<file path="config.mk">
export PLATFORM = sky130hd
export DESIGN_NAME = dsp_seq_dbg
export DESIGN_NICKNAME = d
export VERILOG_FILES = /design/src/rtl/dsp_seq_pkg.sv /design/src/rtl/seq_pc_ctrl.sv /design/src/rtl/seq_status_cap.sv /design/src/rtl/seq_dbac.sv /design/src/rtl/dsp_seq_dbg.sv
export SDC_FILE = /design/constraint.sdc
export NUM_CORES = 1
export LEC_CHECK = 0
export ABC_AREA = 1
export CORE_MARGIN = 1.5
export CORE_UTILIZATION = 51
export CTS_CLUSTER_SIZE = 30
export DETAILED_ROUTE_END_ITERATION = 7
export DONT_BUFFER_PORTS = 1
export PLACE_DENSITY = 0.77
export SLEW_MARGIN = 40
export SYNTH_ARGS = -nofsm -noshare
export SYNTH_HDL_FRONTEND = slang
export SYNTH_HIERARCHICAL = 1
export SYNTH_SLANG_ARGS = --single-unit
</file>
<file path="constraint.sdc">
create_clock -name clk -period 3.4 [get_ports clk]
set_input_delay 0.68 -clock clk [delete_from_list [all_inputs] [get_ports clk]]
set_output_delay 0.68 -clock clk [all_outputs]
set_load 0.02 [all_outputs]
</file>
<file path="src/rtl/dsp_seq_pkg.sv">
package dsp_seq_pkg;
  // Host-visible register layout; positions are decoded by software.
  localparam int ADDR_W    = 9;
  localparam int CC_W      = 5;
  localparam int PROG_LAST = (1 << ADDR_W) - 1;

  localparam int B_ZERO    = 31;
  localparam int B_SATF    = 25;
  localparam int SATA_LO   = 16;
  localparam int B_MODE    = 15;
  localparam int B_GO      = 14;
  localparam int CC_LO     = 9;

  typedef enum logic [1:0] {
    ST_WAIT = 2'd0,
    ST_RUN  = 2'd1,
    ST_STEP = 2'd2,
    ST_HALT = 2'd3
  } seq_state_e;
endpackage

</file>
<file path="src/rtl/seq_pc_ctrl.sv">
module seq_pc_ctrl
  import dsp_seq_pkg::*;
(
  input  logic              clk,
  input  logic              rst_ni,
  input  logic              tick_i,
  input  logic              wr_i,
  input  logic              mode_i,
  input  logic              go_i,
  input  logic [ADDR_W-1:0] addr_i,
  output logic              exec_o,
  output logic [ADDR_W-1:0] pc_o
);
  seq_state_e        state_q, state_d;
  logic [ADDR_W-1:0] pc_q, pc_d;
  logic              in_dbg;
  logic              mode_take;

  assign in_dbg    = (state_q == ST_STEP) || (state_q == ST_HALT);
  assign mode_take = wr_i && (mode_i || in_dbg);

  always_comb begin
    state_d = state_q;
    pc_d    = pc_q;
    if (mode_take) begin
      if (!mode_i) begin
        state_d = ST_WAIT;
        pc_d    = '0;
      end else if (go_i) begin
        state_d = ST_STEP;
        pc_d    = addr_i;
      end else begin
        state_d = ST_HALT;
      end
    end else begin
      unique case (state_q)
        ST_WAIT: begin
          if (tick_i) begin
            state_d = ST_RUN;
            pc_d    = '0;
          end
        end
        ST_RUN: begin
          if (pc_q == ADDR_W'(PROG_LAST)) begin
            state_d = ST_WAIT;
            pc_d    = '0;
          end else begin
            pc_d = pc_q + 1'b1;
          end
        end
        ST_STEP: state_d = ST_HALT;
        ST_HALT: state_d = ST_HALT;
        default: state_d = ST_WAIT;
      endcase
    end
  end

  always_ff @(posedge clk or negedge rst_ni) begin
    if (!rst_ni) begin
      state_q <= ST_WAIT;
      pc_q    <= '0;
    end else begin
      state_q <= state_d;
      pc_q    <= pc_d;
    end
  end

  assign exec_o = (state_q == ST_RUN) || (state_q == ST_STEP);
  assign pc_o   = pc_q;

  assert_pass_ends_R2: assert property (@(posedge clk) disable iff (!rst_ni)
    (state_q == ST_RUN && pc_q == ADDR_W'(PROG_LAST) && !(wr_i && mode_i))
      |=> (state_q == ST_WAIT));

  assert_pass_counts_R2: assert property (@(posedge clk) disable iff (!rst_ni)
    (state_q == ST_RUN && pc_q != ADDR_W'(PROG_LAST) && !(wr_i && mode_i))
      |=> (pc_q == $past(pc_q) + 1'b1) && exec_o);

  assert_step_once_R4: assert property (@(posedge clk) disable iff (!rst_ni)
    (state_q == ST_STEP && !(wr_i && mode_i && go_i)) |=> !exec_o);

  assert_halt_deaf_R3: assert property (@(posedge clk) disable iff (!rst_ni)
    (state_q == ST_HALT && !wr_i) |=> (state_q == ST_HALT));
endmodule

</file>
<file path="src/rtl/seq_status_cap.sv">
module seq_status_cap
  import dsp_seq_pkg::*;
(
  input  logic              clk,
  input  logic              rst_ni,
  input  logic              exec_i,
  input  logic              sat_i,
  input  logic [CC_W-1:0]   cc_i,
  input  logic [ADDR_W-1:0] pc_i,
  input  logic              clr_i,
  output logic              flag_o,
  output logic [ADDR_W-1:0] sat_addr_o,
  output logic [CC_W-1:0]   cc_o
);
  logic              flag_q, flag_d;
  logic [ADDR_W-1:0] addr_q, addr_d;
  logic [CC_W-1:0]   cc_q, cc_d;
  logic              hit;
  logic              addr_en;

  assign hit     = exec_i && sat_i;
  assign addr_en = hit && !flag_q && !clr_i;

  always_comb begin
    flag_d = flag_q;
    if (clr_i)      flag_d = 1'b0;
    else if (hit)   flag_d = 1'b1;
    addr_d = addr_en ? pc_i : addr_q;
    cc_d   = exec_i  ? cc_i : cc_q;
  end

  always_ff @(posedge clk or negedge rst_ni) begin
    if (!rst_ni) begin
      flag_q <= 1'b0;
      addr_q <= '0;
      cc_q   <= '0;
    end else begin
      flag_q <= flag_d;
      addr_q <= addr_d;
      cc_q   <= cc_d;
    end
  end

  assign flag_o     = flag_q;
  assign sat_addr_o = addr_q;
  assign cc_o       = cc_q;

  assert_sat_sticky_R7: assert property (@(posedge clk) disable iff (!rst_ni)
    (flag_q && !clr_i) |=> flag_q && $stable(addr_q));

  assert_sat_clear_R8: assert property (@(posedge clk) disable iff (!rst_ni)
    clr_i |=> !flag_q);

  assert_sat_take_R6: assert property (@(posedge clk) disable iff (!rst_ni)
    (hit && !flag_q && !clr_i) |=> flag_q && (addr_q == $past(pc_i)));

  assert_cc_hold_R9: assert property (@(posedge clk) disable iff (!rst_ni)
    !exec_i |=> $stable(cc_q));
endmodule

</file>
<file path="src/rtl/seq_dbac.sv">
module seq_dbac #(
  parameter int DBAC_W = 20
) (
  input  logic              clk,
  input  logic              rst_ni,
  input  logic              tick_i,
  input  logic              zero_i,
  output logic [DBAC_W-1:0] cnt_o
);
  logic [DBAC_W-1:0] cnt_q, cnt_d;
  logic              cnt_en;

  assign cnt_en = tick_i || zero_i;

  always_comb begin
    cnt_d = cnt_q;
    if (zero_i)      cnt_d = '0;
    else if (tick_i) cnt_d = cnt_q - 1'b1;
  end

  always_ff @(posedge clk or negedge rst_ni) begin
    if (!rst_ni)     cnt_q <= '0;
    else if (cnt_en) cnt_q <= cnt_d;
  end

  assign cnt_o = cnt_q;

  assert_dbac_zero_R11: assert property (@(posedge clk) disable iff (!rst_ni)
    zero_i |=> (cnt_q == '0));

  assert_dbac_down_R10: assert property (@(posedge clk) disable iff (!rst_ni)
    (tick_i && !zero_i) |=> (cnt_q == $past(cnt_q) - 1'b1));

  assert_dbac_idle_R10: assert property (@(posedge clk) disable iff (!rst_ni)
    (!tick_i && !zero_i) |=> $stable(cnt_q));
endmodule

</file>
<file path="src/rtl/dsp_seq_dbg.sv">
module dsp_seq_dbg
  import dsp_seq_pkg::*;
#(
  parameter int DBAC_W = 20
) (
  input  logic              clk,
  input  logic              rst_n,
  input  logic              tick,
  input  logic              dbg_we,
  input  logic [31:0]       dbg_wdata,
  output logic [31:0]       dbg_rdata,
  input  logic              sat_in,
  input  logic [CC_W-1:0]   cc_in,
  output logic              exec_en,
  output logic [ADDR_W-1:0] pc,
  output logic [DBAC_W-1:0] dbac
);
  // reset: asserted asynchronously, released on a clock edge
  logic [1:0] rst_sync_q;
  logic       rst_ni;

  always_ff @(posedge clk or negedge rst_n) begin
    if (!rst_n) rst_sync_q <= 2'b00;
    else        rst_sync_q <= {rst_sync_q[0], 1'b1};
  end
  assign rst_ni = rst_sync_q[1];

  // host-held fields
  logic              mode_q, mode_d;
  logic [ADDR_W-1:0] saddr_q, saddr_d;

  always_comb begin
    mode_d  = dbg_we ? dbg_wdata[B_MODE]      : mode_q;
    saddr_d = dbg_we ? dbg_wdata[ADDR_W-1:0]  : saddr_q;
  end

  always_ff @(posedge clk or negedge rst_ni) begin
    if (!rst_ni) begin
      mode_q  <= 1'b0;
      saddr_q <= '0;
    end else if (dbg_we) begin
      mode_q  <= mode_d;
      saddr_q <= saddr_d;
    end
  end

  logic              sat_flag;
  logic [ADDR_W-1:0] sat_addr;
  logic [CC_W-1:0]   cc_q;
  logic              sat_clr;
  logic              zero_req;

  assign sat_clr  = dbg_we && !dbg_wdata[B_SATF];
  assign zero_req = dbg_we &&  dbg_wdata[B_ZERO];

  seq_pc_ctrl u_pc (
    .clk    (clk),
    .rst_ni (rst_ni),
    .tick_i (tick),
    .wr_i   (dbg_we),
    .mode_i (dbg_wdata[B_MODE]),
    .go_i   (dbg_wdata[B_GO]),
    .addr_i (dbg_wdata[ADDR_W-1:0]),
    .exec_o (exec_en),
    .pc_o   (pc)
  );

  seq_status_cap u_stat (
    .clk        (clk),
    .rst_ni     (rst_ni),
    .exec_i     (exec_en),
    .sat_i      (sat_in),
    .cc_i       (cc_in),
    .pc_i       (pc),
    .clr_i      (sat_clr),
    .flag_o     (sat_flag),
    .sat_addr_o (sat_addr),
    .cc_o       (cc_q)
  );

  seq_dbac #(.DBAC_W(DBAC_W)) u_dbac (
    .clk    (clk),
    .rst_ni (rst_ni),
    .tick_i (tick),
    .zero_i (zero_req),
    .cnt_o  (dbac)
  );

  // strobes and unused positions read as zero
  assign dbg_rdata = {1'b0, 5'b00000, sat_flag, sat_addr, mode_q, 1'b0, cc_q, saddr_q};

  assert_step_needs_go_R4: assert property (@(posedge clk) disable iff (!rst_ni)
    (mode_q && exec_en) |-> $past(dbg_we && dbg_wdata[B_MODE] && dbg_wdata[B_GO]));

  assert_step_quiet_R3: assert property (@(posedge clk) disable iff (!rst_ni)
    (dbg_we && dbg_wdata[B_MODE] && !dbg_wdata[B_GO]) |=> !exec_en);
endmodule

</file>
==> results.md, run 1 <==
- Worst EP required: 3.67 ns
- Clock buffer depth: 2
- Seq cells post-synth: 58
- Ys Warns: 6
- CTS tree: done
- Final ANT Viol Nets: 0
- DR vias: 2,565
- CP Launch Point: u_pc/pc_o[0]$_DFFE_PN0P_
- GR Util All Layers: 22.3%
- Family with the most delay on the worst path: simple AND/OR/NAND/NOR gates
- Largest net degree at the start of global routing: 46
- Initial DRC Count: 134
- Hold Buf Count CTS: 0
- DRC Markers: 0
- Critical path class: register to register
- Nature of the critical path startpoint: register
- Post-CTS Setup Bufs: 0
- Global-route wire length before repair: 11.1 mm
- Reg2reg end: u_pc/pc_o[7]$_DFFE_PN0P_
- Post_cts resized: 0
- R2R Setup Slk: 1.16 ns
- Area delta synth->final: 4.70%
- RSZ-0062 raised after global routing: no
- Status: complete, no violations
- Final max-slew violation count: 0
- Tcrit/Tclk final: 66.0%
- RD Place Congestion: 0.863
- Fin nets: 468
- Cell area after layout: 3320 sq um
- Placeable Area: 5960 sq um
- Synthesized area: 3170 sq um
- Clock Sinks: 58
- Crit-path most repeated cell: nand2_1
- Worst hold path class: input port to async pin
- Antenna cells: 0
- Row cnt: 28
- Placed instance area: 3160 sq um
- Clk_skew: 0.00515 ns
- Die Wd: 81.8 um
- Finished Core Util: 55.7%
- Average size of a mapped cell: 7.61 sq um
- CP max stage cell: dfrtp_1
- Die height: 81.8 um
- Hold_ws: 0.0454 ns
- Register area share after synthesis: 45.8%
- Vias per cell: 5.16
- Worst reg2reg startpoint: u_pc/pc_o[0]$_DFFE_PN0P_
- MaxCap Viol Count: 0
- GRT Residual Overflow: 0
- Worst path max stage delay: 0.52 ns
- Post-Synthesis Cells: 416
- Clock Latency Late Sink: 0.32 ns
- Worst EP arrival: 2.51 ns
- Die area: 6690 sq um
- Overall power: 3.25 mW
- Slew headroom: 56.8%
- Crit Path Max Fanout: 6
- Critical path buffer and inverter count: 2
- Hpwl dp: 5.02 mm
- Clock Tree Root: clkbuf_8
- Setup_tns: 0 ns
- Initial antenna violation count: 0
- Critical path cell sequence: ha_1, nand2_1, inv_1, nand2_1, nor2_1, ha_1, nor2_4, inv_1, a21oi_1, nand3_1, nand2_1, nand2_1, nand2_1
- Number of global-route vias before repair: 2,391
- IO Pins: 104
- Most frequent cells in the layout: nand2_1 (146), dfrtp_1 (57), nor2_1 (48), inv_1 (44), nand3_1 (27)
- Crit. path cell count: 13
- WL final: 6.91 mm
- Drt pass-1 iters: 5
- Final Critical Period: 2.24 ns
- PortBufs: 0
- Reg clk slew, reported paths: 0.06 ns
- Power per standard cell area: 979 nW/um^2
- Starting Density: 53.2%
- Reg2Reg Depth: 13
- CP endpoint: u_pc/pc_o[7]$_DFFE_PN0P_
- Peak VDD IR: 0.517 mV
- Layout cells sized above 1: 9.48%
- Final Hold Vio Count: 0
- Final Setup Violations: 0
- Avg WL per Cell: 13.9 um
- Leading cell type in the layout, fill and taps excluded: nand2_1
- H-tree levels: 3
- Static leakage: 1.79 nW
- Filler Cell Count: 563
- Critical Path End Type: register
- CTS buffer count: 9
- Max Clock Freq: 0.446 GHz
- Yosys cell types: 29
- Slew @ Worst Pin: 0.647 ns
[logic make-up (layout without fill, tap and decap cells)]
family	Yosys count	count (layout)	share of synthesized area, %
buffers and inverters	65	65	9.92
adder cells (fa/ha/maj)	8	8	3.16
AND/OR/NAND/NOR	246	246	34.4
AO/OA/AOI/OAI	37	37	6.44
flip-flops	58	58	45.8
other	2	8	0.237
[cells in the mapped netlist]
| cell type | number | area (sq um) |
|---|---|---|
| nand4_4 | 1 | 21.3 |
| conb_1 | 2 | 7.51 |
| inv_2 | 4 | 15.0 |
| buf_4 | 10 | 75.1 |
| inv_1 | 44 | 165 |
| o21bai_1 | 2 | 15.0 |
| o21ai_0 | 13 | 65.1 |
| o22ai_1 | 1 | 6.26 |
| nand3_4 | 1 | 17.5 |
| o21ai_2 | 3 | 26.3 |
| nor2_4 | 4 | 45.0 |
| clkinv_1 | 1 | 3.75 |
| a31oi_1 | 1 | 6.26 |
| nor2_2 | 5 | 31.3 |
| nor3b_1 | 1 | 7.51 |
| a21oi_1 | 12 | 60.1 |
| nand2_4 | 3 | 33.8 |
| nor2_1 | 48 | 180 |
| nor2_8 | 1 | 20.0 |
| nand3_1 | 27 | 135 |
| nand4_1 | 1 | 6.26 |
| buf_6 | 4 | 45.0 |
| nand2_2 | 3 | 18.8 |
| dfrtp_1 | 58 | 1450 |
| o21ai_1 | 5 | 25.0 |
| nor3_1 | 5 | 25.0 |
| buf_2 | 2 | 10.0 |
| ha_1 | 8 | 100 |
| nand2_1 | 146 | 548 |
[registers in the layout, summed over array words and instances, names as in the netlist]
name	count
u_stat/flag_o	1
u_stat/sat_addr_o	9
u_dbac/cnt_o	20
saddr_q	9
rst_sync_q	2
u_stat/cc_o	5
u_pc/pc_o	9
u_pc/state_q	2
mode_q	1
[report_power, final]
| part | switching [mW] | internal [mW] | total, mW |
|---|---|---|---|
| registers | 0.605 | 0.939 | 1.54 |
| logic | 0.805 | 0.386 | 1.19 |
| clock network | 0.256 | 0.255 | 0.512 |
[how the worst min path moves through the flow]
stage | slack [ns] | endpoint | depth (start not counted)
2_1_floorplan | 0.33 | rst_sync_q[1]$_DFF_PN0_ | 0
3_3_place_gp | 0.33 | rst_sync_q[1]$_DFF_PN0_ | 0
3_5_place_dp | 0.35 | rst_sync_q[1]$_DFF_PN0_ | 0
4_1_cts | 0.03 | rst_sync_q[1]$_DFF_PN0_ | 0
5_1_grt | 0.01 | rst_sync_q[1]$_DFF_PN0_ | 0
6_report | 0.05 | rst_sync_q[0]$_DFF_PN0_ | 0
[routing by layer]
layer  vias up  routed length, um  track usage [%]
li1       1273                  -                -
met1      1192               2900             25.7
met2        90               3290             36.5
met3        10                633             10.8
met4         0                 86             7.12
met5         -                  0                0
[through the flow]
step / std cells / setup WS (ns)
3_3_place_gp: 482 / 1.26
6_report: 497 / 1.16
2_1_floorplan: 422 / 1.53
4_1_cts: 497 / 1.17
3_5_place_dp: 482 / 1.21
5_1_grt: 497 / 0.946
[area by class of cell]
type	count	area [sq um]	area share (%)
clock buffers	11	131	3.96
clock inverters	4	20.0	0.604
inverters	49	184	5.55
multi-input cells	299	1420	42.9
flip-flops and latches	58	1460	43.9
well taps	75	93.8	2.83
repair buffers	1	7.51	0.226
Note: power is estimated with default switching activity, not from simulation.
==> run 2, diff against run 1 <==
Clock period 3.4 ns to 2.32 ns, I/O delays scaled along.
==> run 2 against run 1 <==
Against the previous run:
- sequential cell count unchanged
- combinational power grew 59%
- largest power group unchanged
- global-route usage fell by 0.052 points
- die area unchanged
- critical endpoint unchanged
- sequential power is 42% higher
- count of clock-buffer cells in the layout rose by 4
- non-clock buffer count rose by 6
- first-iteration DRC count is 13% lower
- final area increased by 3.2%
- maximum frequency is 9.0% higher
==> results.md, run 2 (synthesis gave the netlist of run 1 again) <==
- Die area: 6690 sq um
- Filler Cell Count: 535
- MaxCap Viol Count: 0
- Clock buffer depth: 2
- Largest net degree at the start of global routing: 32
- Tcrit/Tclk final: 88.7%
- Drt pass-1 iters: 4
- Peak VDD IR: 0.765 mV
- Initial DRC Count: 116
- Hold Buf Count CTS: 1
- Die Wd: 81.8 um
- GR Util All Layers: 22.3%
- Starting Density: 53.2%
- Area delta synth->final: 8.10%
- Clock Sinks: 58
- CP max stage cell: dfrtp_1
- Multi-input logic area: 1420 sq um
- Critical path class: register to register
- IO Pins: 104
- Critical Path End Type: register
- Flop pwr share: 43.8%
- Family with the most delay on the worst path: simple AND/OR/NAND/NOR gates
- Worst EP arrival: 2.33 ns
- Max Clock Freq: 0.486 GHz
- H-tree levels: 3
- RSZ-0062 raised after global routing: no
- Comb pwr share: 37.7%
- Worst path max stage delay: 0.39 ns
- Power per standard cell area: 1460 nW/um^2
- Final Hold Vio Count: 0
- Cell area after layout: 3420 sq um
- Leading cell type in the layout, fill and taps excluded: nand2_1
- Worst hold path class: input port to register
- Final max-slew violation count: 0
- Setup_tns: 0 ns
- PortBufs: 0
- Clock Tree Root: clkbuf_8
- Post-CTS Setup Bufs: 0
- Critical path buffer and inverter count: 2
- DR vias: 2,602
- Internal power: 2.52 mW
- CTS tree: done
- Post_cts resized: 0
- Antenna cells: 0
- RD Place Congestion: 0.857
- Crit Path Max Fanout: 5
- Finished Core Util: 57.5%
- Avg WL per Cell: 13.7 um
- Nature of the critical path startpoint: register
- Crit-path most repeated cell: nand2_1
- WL final: 6.93 mm
- Final Setup Violations: 0
- Layout cells sized above 1: 11.0%
- Status: complete, no violations
- Critical path cell sequence: ha_1, nand2_1, inv_1, nand2_1, nor2_1, ha_1, nor2_4, inv_1, a21oi_1, nand3_1, nand2_1, nand2_1, nand2_1
- Clk_skew: 0.00679 ns
- Static leakage: 1.85 nW
- P_sw: 2.48 mW
- Number of global-route vias before repair: 2,550
- Global-route wire length before repair: 11.2 mm
- Worst EP required: 2.59 ns
- Max reg flops: 20
- Clock Latency Late Sink: 0.33 ns
- CTS buffer count: 9
- Seq. cell area: 1450 sq um
- GRT Residual Overflow: 0
- Die height: 81.8 um
- Clk network pwr share: 18.5%
- Hpwl dp: 5.15 mm
- Row cnt: 28
- Most frequent cells in the layout: nand2_1 (146), dfrtp_1 (57), nor2_1 (48), inv_1 (44), nand3_1 (27)
- Reg clk slew, reported paths: 0.07 ns
- Final Critical Period: 2.06 ns
- Fin nets: 474
- DRC Markers: 0
- Slew headroom: 60.9%
- Initial antenna violation count: 0
- Vias per cell: 5.16
- Placed instance area: 3210 sq um
- Placeable Area: 5960 sq um
- Switching part of the total: 49.5%
- Slew @ Worst Pin: 0.587 ns
- Final ANT Viol Nets: 0
[run 2: worst reg2reg max path, stage by stage (launching register included)]
cell and delay [ns]:
dfrtp_1 0.39, ha_1 0.21, nand2_1 0.12, inv_1 0.07, nand2_1 0.09, nor2_1 0.05, ha_1 0.20, nor2_4 0.12
inv_1 0.05, a21oi_1 0.36, nand3_1 0.15, nand2_1 0.09, nand2_1 0.05, nand2_1 0.05
[run 2: area by class of cell]
type | count | area share, %
Sequential cell | 58 | 42.4
Multi-Input combinational cell | 299 | 41.6
Clock buffer | 15 | 5.74
Inverter | 49 | 5.37
Tap cell | 75 | 2.74
Timing Repair Buffer | 7 | 1.97
Clock inverter | 1 | 0.146
[run 2: path summary, 6_finish.rpt]
check                      slack [ns]                startpoint  cells after the start                    endpoint
min in group asynchronous        0.28   rst_sync_q[1]$_DFF_PN0_                      0      saddr_q[1]$_DFFE_PN0P_
max in group asynchronous        1.48   rst_sync_q[1]$_DFF_PN0_                      1  u_stat/cc_o[3]$_DFFE_PN0P_
hold reg to reg                  0.28   rst_sync_q[1]$_DFF_PN0_                      0      saddr_q[1]$_DFFE_PN0P_
setup / recovery                 0.26  u_pc/pc_o[0]$_DFFE_PN0P_                     13    u_pc/pc_o[7]$_DFFE_PN0P_
setup reg to reg                 0.26  u_pc/pc_o[0]$_DFFE_PN0P_                     13    u_pc/pc_o[7]$_DFFE_PN0P_
hold / removal                   0.25                    dbg_we                      2      saddr_q[5]$_DFFE_PN0P_
[run 2: per-layer routing]
metal	GRT usage (%)	vias to the layer above	part of all wire, %
met2	38.4	80	50
met1	25.1	1218	42
li1	-	1295	-
met5	0	-	0
met4	9.83	0	1.2
met3	7.00	9	7.5
[run 2: power groups by stage]
stage | Clock (mW) | Combinational [mW] | Sequential, mW
floorplan | 0 | 1.52 | 2.14
global placement | 0 | 1.79 | 2.20
detailed placement | 0 | 1.86 | 2.22
CTS | 0.946 | 1.88 | 2.20
global route | 0.994 | 2.16 | 2.26
finish | 0.925 | 1.89 | 2.19
[run 2: stage by stage]
| stage | setup WS (ns) | hold WS (ns) | instances | power (mW) |
|---|---|---|---|---|
| CTS | 0.281 | 0.236 | 504 | 5.03 |
| floorplan | 0.449 | 0.168 | 422 | 3.66 |
| global route | 0.0511 | 0.235 | 504 | 5.41 |
| global placement | 0.368 | 0.168 | 487 | 3.98 |
| finish | 0.263 | 0.246 | 504 | 5.00 |
| detailed placement | 0.323 | 0.168 | 487 | 4.08 |
